## src/rtl/pll_calc_pkg.sv

```systemverilog
package pll_calc_pkg;
  localparam int PD_BIT   = 0;
  localparam int BYP_BIT  = 1;
  localparam int ODIV_LSB = 2;
  localparam int ODIV_W   = 2;
  localparam int IDIV_LSB = 4;
  localparam int IDIV_W   = 5;
  localparam int FB_LSB   = 9;
  localparam int FB_W     = 7;
  localparam int CTRL_W   = FB_LSB + FB_W;
  localparam int MULT_W   = FB_W + 2;
  localparam int DVSR_W   = IDIV_W + 1 + (1 << ODIV_W) - 1;

  typedef enum logic [1:0] {MODE_OFF, MODE_BYP, MODE_PLL} pll_mode_e;

  typedef struct packed {
    pll_mode_e           mode;
    logic [MULT_W-1:0]   mult;
    logic [DVSR_W-1:0]   dvsr;
  } pll_cfg_t;
endpackage

```

## src/rtl/pll_ctrl_decode.sv

```systemverilog
module pll_ctrl_decode
  import pll_calc_pkg::*;
(
  input  logic [CTRL_W-1:0] ctrl_i,
  output pll_cfg_t          cfg_o
);
  logic [IDIV_W-1:0] idiv_f;
  logic [FB_W-1:0]   fb_f;
  logic [ODIV_W-1:0] odiv_f;
  logic [DVSR_W-1:0] idiv_eff;

  assign idiv_f = ctrl_i[IDIV_LSB +: IDIV_W];
  assign fb_f   = ctrl_i[FB_LSB +: FB_W];
  assign odiv_f = ctrl_i[ODIV_LSB +: ODIV_W];

  assign idiv_eff = DVSR_W'(idiv_f) + DVSR_W'(1);

  always_comb begin
    if (ctrl_i[PD_BIT])       cfg_o.mode = MODE_OFF;
    else if (ctrl_i[BYP_BIT]) cfg_o.mode = MODE_BYP;
    else                      cfg_o.mode = MODE_PLL;
    cfg_o.mult = {(MULT_W-1)'(fb_f) + (MULT_W-1)'(1), 1'b0};
    cfg_o.dvsr = idiv_eff << odiv_f;
  end
endmodule

```

## src/rtl/pll_restoring_div.sv

```systemverilog
module pll_restoring_div #(
  parameter int DW = 64,
  parameter int VW = 9,
  parameter int QW = 32
) (
  input  logic          clk_i,
  input  logic          rst_ni,
  input  logic          start_i,
  input  logic [DW-1:0] dividend_i,
  input  logic [VW-1:0] divisor_i,
  output logic          done_o,
  output logic [QW-1:0] quot_o
);
  localparam int CW = $clog2(DW + 1);

  logic [DW-1:0] sh_q;
  logic [VW-1:0] rem_q, dvsr_q;
  logic [CW-1:0] cnt_q;
  logic [VW:0]   partial, diff;
  logic          ge;

  assign partial = {rem_q, sh_q[DW-1]};
  assign diff    = partial - {1'b0, dvsr_q};
  assign ge      = partial >= {1'b0, dvsr_q};
  assign quot_o  = sh_q[QW-1:0];

  always_ff @(posedge clk_i or negedge rst_ni) begin
    if (!rst_ni) begin
      sh_q   <= '0;
      rem_q  <= '0;
      dvsr_q <= '0;
      cnt_q  <= '0;
      done_o <= 1'b0;
    end else begin
      done_o <= 1'b0;
      if (start_i) begin
        sh_q   <= dividend_i;
        rem_q  <= '0;
        dvsr_q <= divisor_i;
        cnt_q  <= CW'(DW);
      end else if (cnt_q != '0) begin
        sh_q  <= {sh_q[DW-2:0], ge};
        rem_q <= ge ? diff[VW-1:0] : partial[VW-1:0];
        cnt_q <= cnt_q - CW'(1);
        if (cnt_q == CW'(1)) done_o <= 1'b1;
      end
    end
  end
endmodule

```

## src/rtl/pll_freq_calc.sv

```systemverilog
module pll_freq_calc
  import pll_calc_pkg::*;
#(
  parameter int FREQ_W = 32,
  parameter int PROD_W = 64
) (
  input  logic              clk_i,
  input  logic              rst_ni,
  input  logic              start_i,
  input  logic [CTRL_W-1:0] ctrl_i,
  input  logic [FREQ_W-1:0] parent_hz_i,
  output logic              busy_o,
  output logic              done_o,
  output logic [FREQ_W-1:0] freq_o
);
  typedef enum logic {ST_IDLE, ST_DIV} st_e;

  st_e               st_q;
  pll_cfg_t          cfg;
  logic [PROD_W-1:0] product;
  logic              accept, div_start, div_done;
  logic [FREQ_W-1:0] div_quot;

  pll_ctrl_decode u_dec (
    .ctrl_i (ctrl_i),
    .cfg_o  (cfg)
  );

  assign accept    = start_i && (st_q == ST_IDLE);
  assign div_start = accept && (cfg.mode == MODE_PLL);
  assign product   = PROD_W'(parent_hz_i) * PROD_W'(cfg.mult);
  assign busy_o    = (st_q != ST_IDLE);

  pll_restoring_div #(
    .DW (PROD_W),
    .VW (DVSR_W),
    .QW (FREQ_W)
  ) u_div (
    .clk_i      (clk_i),
    .rst_ni     (rst_ni),
    .start_i    (div_start),
    .dividend_i (product),
    .divisor_i  (cfg.dvsr),
    .done_o     (div_done),
    .quot_o     (div_quot)
  );

  always_ff @(posedge clk_i or negedge rst_ni) begin
    if (!rst_ni) begin
      st_q   <= ST_IDLE;
      done_o <= 1'b0;
      freq_o <= '0;
    end else begin
      done_o <= 1'b0;
      unique case (st_q)
        ST_IDLE: if (accept) begin
          unique case (cfg.mode)
            MODE_OFF: begin freq_o <= '0;          done_o <= 1'b1; end
            MODE_BYP: begin freq_o <= parent_hz_i; done_o <= 1'b1; end
            default:  st_q <= ST_DIV;
          endcase
        end
        ST_DIV: if (div_done) begin
          freq_o <= div_quot;
          done_o <= 1'b1;
          st_q   <= ST_IDLE;
        end
        default: st_q <= ST_IDLE;
      endcase
    end
  end
endmodule

```

## config.mk

```make
export PLATFORM = sky130hd
export DESIGN_NAME = pll_freq_calc
export DESIGN_NICKNAME = d
export VERILOG_FILES = /design/src/rtl/pll_calc_pkg.sv /design/src/rtl/pll_ctrl_decode.sv /design/src/rtl/pll_restoring_div.sv /design/src/rtl/pll_freq_calc.sv
export SDC_FILE = /design/constraint.sdc
export NUM_CORES = 1
export LEC_CHECK = 0
export BUFFER_PORTS_ARGS = -buffer_cell sky130_fd_sc_hd__clkbuf_2
export CAP_MARGIN = 20
export CORE_MARGIN = 2
export CORE_UTILIZATION = 35
export CTS_CLUSTER_DIAMETER = 30
export DETAILED_ROUTE_END_ITERATION = 6
export SETUP_SLACK_MARGIN = 0.1
export SYNTH_ARGS = -nofsm -noshare
export SYNTH_HDL_FRONTEND = slang
export SYNTH_SLANG_ARGS = --single-unit
```

## constraint.sdc

```tcl
create_clock -name clk_i -period 6.5 [get_ports clk_i]
set_input_delay 0.65 -clock clk_i [delete_from_list [all_inputs] [get_ports clk_i]]
set_output_delay 0.65 -clock clk_i [all_outputs]
set_load 0.03 [all_outputs]
```

==> impl_metrics.env <==
export IMPL_postSynthAreaPerCell_um2=8.66
export IMPL_reg2reg_depth=11
export IMPL_placementRows=73
export IMPL_syn_inst=1607
export IMPL_route_detailed_drc=0
export IMPL_ys_warn_count=0
export IMPL_start_util=0.353
export IMPL_r2r_start="u_div.sh_q[63]$_DFFE_PN0P_"
export IMPL_post_cts_buffers=0
export IMPL_synth_area_top_cells="fa_1 26%, dfrtp_1 22%, nand2_1 7.6%"
export IMPL_regArea_um2=3100
export IMPL_synth_top_area_cell="fa_1"
export IMPL_cts_max_level=4
export IMPL_final_hold_violation_count=0
export IMPL_top_usage_layer="met2"
export IMPL_ctsResizeCount=0
export IMPL_routedWlPerCell_um=16.6
export IMPL_final_cell_mix="280 x nand2_1, 190 x inv_1, 181 x fa_1"
export IMPL_met1_usage=0.233
export IMPL_synth_seq_area_share=0.223
export IMPL_power_density_nw_per_um2=444
export IMPL_antenna_found_initial=0
export IMPL_fin_worst_skew_ns=0.0102
export IMPL_yosysUniqueCellTypes=57
export IMPL_insertion_delay_ns=0.41
export IMPL_first_iter_violations=628
export IMPL_cts_sinks=124
export IMPL_fin_nets=1959
export IMPL_async_reset_ff_frac=1.00
export IMPL_routed_wl_mm=36.4
export IMPL_overflow=0
export IMPL_cp_required_ns=6.78
export IMPL_syn_num_nets=1913
export IMPL_drive_gt1_frac=0.0931
export IMPL_grtUsageMet2=0.333
export IMPL_slew_viol_final=0
export IMPL_grt_pass1_wl_mm=61.3
export IMPL_setup_worst_path_end_class="register"
export IMPL_port_buffers=84
export IMPL_slew_headroom=0.376
export IMPL_post_route_min_period_ns=6.05
export IMPL_hold_path_class="input port to asynchronous set/reset pin"
export IMPL_grtUsageMet3=0.0251
export IMPL_clockRootBuffer="clkbuf_16"
export IMPL_gp_congestion=0.933
export IMPL_p_leak_nw=7.57
export IMPL_r2r_end="u_div.sh_q[0]$_DFFE_PN0P_"
export IMPL_synth_edf_count=0
export IMPL_fin_setup_tns_ns=0
export IMPL_final_common_cell="nand2_1"
export IMPL_grt_pass1_vias=11756
export IMPL_cts_hold_fix_buffers=0
export IMPL_die_area_um2=41400
export IMPL_tightestPinTransition_ns=0.936
export IMPL_grt_start_max_net_pins=91
export IMPL_outcome="finished clean"
export IMPL_cts_tree="built"
export IMPL_yosys_most_used_dff="dfrtp_1"
export IMPL_cts_made_buffers=17
export IMPL_vias=11110
export IMPL_ios=85
export IMPL_max_cap_viol_count=0
export IMPL_synth_top_area_frac=0.261
export IMPL_n_antenna_cell=0
export IMPL_areaGrowthSynthToFinish_pct=11.5
export IMPL_rsz0062_at_grt="no"
export IMPL_total_power_mw=6.89
export IMPL_multi_input_area_um2=9870
export IMPL_r2r_slack_ns=3.81
export IMPL_post_route_period_util=0.931
export IMPL_clockBufferDepth=2
export IMPL_worstPathArrival_ns=6.34
export IMPL_drtAntennaViolNets=0
export IMPL_clk_pin_slew_worst_paths_ns=0.06
export IMPL_syn_area_um2=13900
export IMPL_grt_total_usage=0.186
export IMPL_ir_drop_uv=327
export IMPL_startpoint_type="input port"
export IMPL_firstDrtPassIters=5
export IMPL_die_y_um=203
export IMPL_vias_per_cell=5.07
export IMPL_worstSetupPathType="input port to register"
export IMPL_cp_max_fo=10
export IMPL_finalSetupViolCount=0
export IMPL_ys_ff_latch=124
export IMPL_design_core_area_um2=39500
export IMPL_hpwl_mm=27.2
export IMPL_nFillCells=4031
export IMPL_fmax_mhz=165
export IMPL_die_w_um=203
==> cell usage after synthesis, drive strengths merged, types with 2 or more instances <==
cell      n
nor3b     2
fa      181
a22oi    32
xnor2    24
o21ai    66
a31oi    34
mux2i     7
nor3     13
a211oi   11
nand4     4
nor2     66
and3     17
nand3    18
nor2b    69
o211ai    7
or4       2
dfrtp   124
ha       74
a31o      2
o22ai     2
xor2     23
a21o     22
clkbuf   76
a211o     2
o21a      5
nand2   280
or3       4
nor4      3
buf       3
inv     190
o21bai    3
and2    122
a21oi    88
nand2b   14
o31ai     2
==> layer usage <==
| metal | wire (um) | share of wire | vias to the layer above |
|---|---|---|---|
| li1 | - | - | 5243 |
| met2 | 18600 | 0.51 | 202 |
| met5 | 0 | 0 | - |
| met3 | 1120 | 0.031 | 55 |
| met4 | 893 | 0.025 | 0 |
| met1 | 15700 | 0.43 | 5610 |
==> through the flow <==
stage	worst slack (ns)	hold WS [ns]	cells	util	instance area [um2]
CTS	0.509	0.420	2190	0.393	15500
global placement	0.310	0.467	2159	0.379	14900
detailed placement	0.142	0.473	2159	0.379	14900
floorplan	0.785	0.354	1607	-	13900
global route	0.119	0.443	2190	0.393	15500
finish	0.448	0.366	2190	0.393	15500
==> power breakdown <==
part | internal (mW) | switching [mW] | leakage, nW | total [mW]
sequential | 1.15 | 0.240 | 1.48 | 1.39
clock | 0.569 | 0.358 | 0.270 | 0.927
combinational | 1.86 | 2.71 | 5.81 | 4.57
==> cells by family (layout without fill, tap and decap cells) <==
group,Yosys count,in the layout,synth area share
AND/OR/NAND/NOR,620,620,0.217
AO/OA/AOI/OAI,284,284,0.126
buffers and inverters,270,328,0.0730
adder cells (fa/ha/maj),255,255,0.327
flip-flops,124,124,0.223
XOR/XNOR,47,47,0.0296
multiplexers,7,7,0.00504
==> worst max-delay path by stage <==
| stage | start | endpoint | cells past startpoint |
|---|---|---|---|
| 4_1_cts | ctrl_i[9] | u_div.sh_q[40]$_DFFE_PN0P_ | 22 |
| 3_5_place_dp | ctrl_i[9] | u_div.sh_q[40]$_DFFE_PN0P_ | 22 |
| 5_1_grt | ctrl_i[9] | u_div.sh_q[40]$_DFFE_PN0P_ | 21 |
| 3_3_place_gp | ctrl_i[9] | u_div.sh_q[39]$_DFFE_PN0P_ | 22 |
| 2_1_floorplan | ctrl_i[11] | u_div.sh_q[39]$_DFFE_PN0P_ | 22 |
| 6_report | ctrl_i[9] | u_div.sh_q[40]$_DFFE_PN0P_ | 22 |
==> layout make-up <==
class / instances / area share
Inverter: 191 / 0.0462
Clock inverter: 12 / 0.00799
Sequential cell: 124 / 0.200
Tap cell: 525 / 0.0424
Clock buffer: 19 / 0.0286
Timing Repair Buffer: 106 / 0.0387
Multi-Input combinational cell: 1213 / 0.636
==> flip-flops by register name, indices dropped and copies added (netlist names) <==
name          flops
u_div.rem_q       9
freq_o           32
u_div.done_o      1
done_o            1
u_div.dvsr_q      9
busy_o            1
u_div.sh_q       64
u_div.cnt_q       7
==> worst max-delay path, cell delays in order <==
cell	delay [ns]
clkbuf_2	0.19
ha_1	0.27
nand3_1	0.15
xnor2_2	0.26
nand2_1	0.12
fa_1	0.50
fa_1	0.55
inv_1	0.07
fa_1	0.54
inv_1	0.06
fa_1	0.55
inv_1	0.05
ha_1	0.37
o211ai_1	0.12
a21oi_1	0.31
o211ai_1	0.23
a21oi_1	0.18
nand4b_1	0.24
nand2_1	0.07
o21ai_0	0.38
nor4bb_1	0.38
nor3_1	0.10
No activity file was read; power rests on OpenSTA's default activity.
